===== config.mk =====
export PLATFORM = sky130hd
export DESIGN_NAME = luma_chroma_adjust
export DESIGN_NICKNAME = d
export VERILOG_FILES = /design/src/rtl/luma_chroma_adjust.sv
export SDC_FILE = /design/constraint.sdc
export NUM_CORES = 1
export LEC_CHECK = 0
export ABC_AREA = 1
export ABC_CLOCK_PERIOD_IN_PS = 9600
export BUFFER_PORTS_ARGS = -buffer_cell sky130_fd_sc_hd__buf_2
export CAP_MARGIN = 30
export CORE_ASPECT_RATIO = 1.1
export CORE_MARGIN = 2
export CORE_UTILIZATION = 48
export CTS_BUF_LIST = sky130_fd_sc_hd__clkbuf_4 sky130_fd_sc_hd__clkbuf_8
export CTS_CLUSTER_DIAMETER = 150
export DETAILED_ROUTE_END_ITERATION = 8
export PLACE_DENSITY = 0.65
export SYNTH_ARGS = -nofsm -noshare
export SYNTH_HDL_FRONTEND = slang
export SYNTH_SLANG_ARGS = --single-unit

===== constraint.sdc =====
create_clock -name clk -period 9.6 [get_ports clk]
set_input_delay 1.44 -clock clk [delete_from_list [all_inputs] [get_ports clk]]
set_output_delay 1.44 -clock clk [all_outputs]
set_load 0.01 [all_outputs]

===== src/rtl/luma_chroma_adjust.sv =====
`timescale 1ns/1ps
module luma_chroma_adjust #(
  parameter int W    = 8,
  parameter int FRAC = 6
) (
  input  logic         clk,
  input  logic         rst_n,
  input  logic         cfg_we,
  input  logic [1:0]   cfg_addr,
  input  logic [W-1:0] cfg_wdata,
  input  logic         in_valid,
  input  logic [W-1:0] in_y,
  input  logic [W-1:0] in_c,
  output logic         out_valid,
  output logic [W-1:0] out_y,
  output logic [W-1:0] out_c
);
  localparam int PW = 2 * W;
  localparam logic [W-1:0] MID   = W'(1 << (W - 1));
  localparam logic [W-1:0] UNITY = W'(1 << FRAC);
  localparam logic signed [PW-1:0] HALF = PW'(1 << (FRAC - 1));
  localparam logic signed [PW-1:0] MAXV = PW'((1 << W) - 1);
  localparam logic signed [PW-1:0] MIDP = PW'(1 << (W - 1));

  logic [W-1:0] bri_r, con_r, sat_r;

  always_ff @(posedge clk) begin
    if (!rst_n) begin
      bri_r <= MID;
      con_r <= UNITY;
      sat_r <= UNITY;
    end else if (cfg_we) begin
      case (cfg_addr)
        2'd0:    bri_r <= cfg_wdata;
        2'd1:    con_r <= cfg_wdata;
        2'd2:    sat_r <= cfg_wdata;
        default: ;
      endcase
    end
  end

  logic signed [W-1:0] dy, dc;
  assign dy = $signed({~in_y[W-1], in_y[W-2:0]});
  assign dc = $signed({~in_c[W-1], in_c[W-2:0]});

  logic                 v1;
  logic signed [PW-1:0] py_q, pc_q;
  logic [W-1:0]         bri_q;

  always_ff @(posedge clk) begin
    if (!rst_n) begin
      v1    <= 1'b0;
      py_q  <= '0;
      pc_q  <= '0;
      bri_q <= '0;
    end else begin
      v1 <= in_valid;
      if (in_valid) begin
        py_q  <= dy * $signed(con_r);
        pc_q  <= dc * $signed(sat_r);
        bri_q <= bri_r;
      end
    end
  end

  logic signed [PW-1:0] ry, rc, sy, sc;
  assign ry = (py_q + HALF) >>> FRAC;
  assign rc = (pc_q + HALF) >>> FRAC;
  assign sy = ry + $signed({{(PW-W){1'b0}}, bri_q});
  assign sc = rc + MIDP;

  function automatic logic [W-1:0] clip(input logic signed [PW-1:0] v);
    if (v[PW-1]) return '0;
    if (v > MAXV) return MAXV[W-1:0];
    return v[W-1:0];
  endfunction

  always_ff @(posedge clk) begin
    if (!rst_n) begin
      out_valid <= 1'b0;
      out_y     <= '0;
      out_c     <= '0;
    end else begin
      out_valid <= v1;
      if (v1) begin
        out_y <= clip(sy);
        out_c <= clip(sc);
      end
    end
  end

  AST_LATENCY_ON: assert property (@(posedge clk) disable iff (!rst_n)
    in_valid |=> ##1 out_valid);
  AST_LATENCY_OFF: assert property (@(posedge clk) disable iff (!rst_n)
    !in_valid |=> ##1 !out_valid);
  AST_UNITY_LUMA: assert property (@(posedge clk) disable iff (!rst_n)
    (out_valid && $past(con_r, 2) == UNITY && $past(bri_r, 2) == MID)
      |-> out_y == $past(in_y, 2));
  AST_BLANK_LUMA: assert property (@(posedge clk) disable iff (!rst_n)
    (out_valid && $past(con_r, 2) == '0) |-> out_y == $past(bri_r, 2));
  AST_COLOUR_OFF: assert property (@(posedge clk) disable iff (!rst_n)
    (out_valid && $past(sat_r, 2) == '0) |-> out_c == MID);
endmodule


# After elaboration in Yosys (flattened, before gate mapping)
# Cells that the tools add are included.
[totals]
elab_cells = 48
mem_bits_ro = 0
latchBits = 0
output_inout_bits = 17
ff_bits = 82
input_bits = 30
mem_count = 0
ramBits = 0
[op_classes]
bitwise_logic = 2
magnitude_cmp = 2
shifts = 0
muxes = 22
n_mul = 2
div_mod_pow = 0
n_reduce_logical = 4
addsub = 4
eq_ne = 2
[op_table]
columns = ["cell", "n"]
rows = [
  ["8-bit two-way mux", 8],
  ["16-bit by 7-bit adder with 16-bit output, second input constant", 2],
  ["8-bit by 8-bit multiplier with 16-bit output", 2],
  ["11-bit by 9-bit > comparator with 1-bit output, second input constant", 2],
  ["1-bit two-way mux", 14],
  ["10-bit by 9-bit adder with 11-bit output", 1],
  ["10-bit by 9-bit adder with 11-bit output, second input constant", 1],
  ["2-bit AND reduction", 3],
  ["2-bit by 1-bit == test with 1-bit output, second input constant", 1],
  ["2-bit == test, second input constant", 1],
  ["2-bit logical NOT", 1],
  ["1-bit inverter", 2],
]

# Depth between registers and ports, before layout
[logic_depth]
ltp_word = 10
depth_mapped = 21
depth_no_buf = 21

# Worst setup path after synthesis
# OpenSTA, ideal clock, no wires.
[synth_timing]
path_kind = "input port to flip-flop"
start = "input in_c[7]"
end = "register pc_q[14]"
n_path_buf = 1
path_slack_ns = 4.176
t_required_ns = 9.542
stages = 18
arrival_ns = 5.366
path_cell_list = "clkbuf_1 -> nor2_1 -> fa_1 -> inv_1 -> fa_1 -> inv_1 -> fa_1 -> inv_1 -> fa_1 -> inv_1 -> ha_1 -> a21o_1 -> inv_1 -> o2111ai_1 -> or2_2 -> nand3_1 -> o211ai_1 -> inv_1"
[synth_between]
elab_chain_len = 2
[synth_rtl]
columns = ["item", "line", "rtl"]
rows = [
  ["start, declared", "13", "input logic [W-1:0] in_c,"],
  ["1-bit inverter", "44", "assign dc = $signed({~in_c[W-1], in_c[W-2:0]});"],
  ["8-bit by 8-bit multiplier with 16-bit output", "60", "pc_q <= dc * $signed(sat_r);"],
  ["end signal, assigned", "60", ""],
  ["end, declared", "47", "logic signed [PW-1:0] py_q, pc_q;"],
]
# No other way between the ends.
# A chain may end at the register's enable or synchronous reset.

# Final worst setup path
# Ends and elaborated chain as after synthesis.

==> impl_metrics.tcl <==
set metrics [dict create \
    area_delta_synth_final_pct 7.63 \
    peakVddDrop_mv 0.0709 \
    syn_inst 1187 \
    grt_start_max_net_pins 44 \
    num-fill-cells 1830 \
    min_period_ns 5.23 \
    die-height_um 145 \
    end_kind "flip-flop" \
    antenna_found_initial 0 \
    overflow 0 \
    fmaxAchievable_mhz 191 \
    fin_nets 1414 \
    cp-start-kind "input port" \
    cts_resized 0 \
    dp_cells 1435 \
    fp.dieW_um 132 \
    slew_headroom_pct 38.8 \
    rsz0062_at_grt "false" \
    core_um2 17700 \
    synth_fp_nets 1393 \
    slowest_stage "fa_1" \
    cts_buffers 9 \
    grt_pass1_wl_um 33300 \
    multi_input_area_um2 5860 \
    fp-row-count 51 \
    tritoncts "built" \
    hold_viol 0 \
    p_switching_mw 0.515 \
    cp_data_required_time_ns 9.93 \
    status "complete, no violations" \
    syn_area_um2 8690 \
    slowest_delay_ns 0.55 \
    port_buffers 46 \
    clock_latency_ns 0.38 \
    first_iter_violations 369 \
    dp_slack_ns 3.99 \
    layout_setup_ws_ns 4.37 \
    final_core_util_pct 52.8 \
    yosys_warnings 0 \
    grt_util_all_layers_pct 21.3 \
    drt_wl_total_um 18400 \
    die-area_um2 19200 \
    h-tree-depth 3 \
    p_int_mw 0.735 \
    hold_buffers 0 \
    ios 47 \
    clock_skew_ns 0.00920 \
    crit_type "in -> reg" \
    drtPass1Iterations 5 \
    pwr-share-comb_pct 46.6 \
    tns_ns 0 \
    stdcell_count 1451 \
    cts.sinks 72 \
    final_common_cell "inv_1" \
    hpwl_um 15200 \
    clk_pin_slew_ns 0.08 \
    finalCritPeriodShare_pct 54.5 \
    slew_viol_final 0 \
    p_leak_nw 5.20 \
    p_clk_share_pct 24.5 \
    holdCritStartpoint "v1" \
    place_congestion 0.855 \
    initial_utilization_pct 49.0 \
    drv_cap 0 \
    cp_max_fo 9 \
    drive_above_1_share_pct 8.33 \
    cts_setup_buffers 0 \
    p_sw_share_pct 41.2 \
    synth_area_per_cell_um2 7.32 \
    worst_slew_pin_slew_ns 0.911 \
    hold_class "reg -> reg" \
    cp_cell_sequence "buf_2, nor2_1, inv_1, fa_1, inv_1, fa_1, fa_1, inv_1, fa_1, inv_1, ha_1, a21oi_1, o21ai_0, nand2_1, o2111ai_1, or2_2, nand3_1, o211ai_1, inv_1" \
    setup_violations 0 \
    seq_power_share_pct 29.0 \
    vias 6942 \
    r2r_start "sat_r[2]" \
    synth_cell_type_count 37 \
    path_common_cell "inv_1" \
    vias_per_cell 4.78 \
    cts_root_buf "clkbuf_8" \
    crit_path_start "in_c[7]" \
    final_cell_mix "330 x inv_1, 223 x nand2_1, 109 x fa_1, 82 x nor2_1, 72 x dfxtp_1" \
    grt_pass1_vias 7448 \
    wl_per_cell_um 12.7 \
    ys_ff_latch 72 \
    whs_ns 0.443 \
    remaining_drc_errors 0 \
    n_antenna_cell 0 \
    register_area_um2 1440 \
    power_density_nw_per_um2 134 \
    ys_seq_area_share_pct 16.6 \
    clk_path_buf_depth 2 \
    ant_nets 0 \
    arrival_ns 5.56 \
]
## sequential cells by signal (all words and copies together) (netlist names), 8 cells and up
| name | cells |
|---|---|
| bri_r | 8 |
| con_r | 8 |
| bri_q | 8 |
| py_q | 11 |
| out_y | 8 |
| out_c | 8 |
| pc_q | 11 |
| sat_r | 8 |
## per-layer routing
layer	GRT usage (%)	vias to the layer above	routed length [µm]
met5	0	-	0
li1	-	3540	-
met1	23.7	3276	7630
met2	40.5	84	9800
met3	2.87	42	414
met4	8.23	0	602
## layout make-up
| class | instances | share of cell area, % |
|---|---|---|
| flip-flops and latches | 72 | 15.4 |
| clock inverters | 6 | 1.23 |
| multi-input cells | 744 | 62.6 |
| inverters | 334 | 13.4 |
| well taps | 238 | 3.18 |
| repair buffers | 47 | 2.75 |
| clock buffers | 10 | 1.40 |
## critical path: cells and delay by family
family                   cells  cell delay [ns]
AO/OA/AOI/OAI                4             0.49
adder cells (fa/ha/maj)      5             2.43
buffers and inverters        6             0.48
AND/OR/NAND/NOR              4             0.71
## final timing paths
kind                            slack [ns]  cells past startpoint        end
worst max register to register        5.00                     19   pc_q[14]
worst min-delay path                  0.44                      2  out_valid
worst max-delay path                  4.37                     19   pc_q[14]
worst min register to register        0.44                      2  out_valid
## cell families after synthesis
logic type	after synthesis	synth area share (%)
buffers and inverters	371	16.0
adder cells (fa/ha/maj)	176	34.7
AND/OR/NAND/NOR	371	18.1
flip-flops	72	16.6
AO/OA/AOI/OAI	153	9.99
XOR/XNOR	44	4.60
## cell usage after synthesis, drive strengths merged
| master | count | area [µm²] |
|---|---|---|
| xnor2 | 17 | 149 |
| ha | 67 | 838 |
| nand3 | 34 | 200 |
| inv | 333 | 1250 |
| fa | 109 | 2180 |
| nand4 | 4 | 25.0 |
| clkinv | 1 | 3.75 |
| clkbuf | 37 | 139 |
| dfxtp | 72 | 1440 |
| a21o | 2 | 15.0 |
| o21ai | 59 | 299 |
| a21oi | 75 | 428 |
| xor2 | 27 | 251 |
| o221ai | 1 | 8.76 |
| o2111ai | 1 | 8.76 |
| o211ai | 4 | 30.0 |
| nor3 | 10 | 61.3 |
| nand2 | 230 | 891 |
| nand3b | 2 | 15.0 |
| a31oi | 3 | 18.8 |
| o21bai | 6 | 45.0 |
| or2 | 4 | 25.0 |
| o31ai | 2 | 15.0 |
| nor2 | 87 | 354 |
## stage by stage
| step | power, mW | instance area [µm²] |
|---|---|---|
| 2_1_floorplan | 0.829 | 8690 |
| 3_3_place_gp | 0.946 | 9080 |
| 3_5_place_dp | 0.959 | 9110 |
| 4_1_cts | 1.27 | 9360 |
| 5_1_grt | 1.39 | 9360 |
| 6_report | 1.25 | 9360 |
## power by group through the flow
| stage | combinational, mW | sequential [mW] | clock, mW |
|---|---|---|---|
| final | 0.582 | 0.362 | 0.306 |
| after global routing | 0.695 | 0.367 | 0.325 |
| after CTS | 0.593 | 0.362 | 0.313 |
| after detailed placement | 0.591 | 0.369 | 0 |
| after global placement | 0.578 | 0.369 | 0 |
| after floorplan | 0.467 | 0.362 | 0 |
Note: power is estimated with default switching activity, not from simulation.
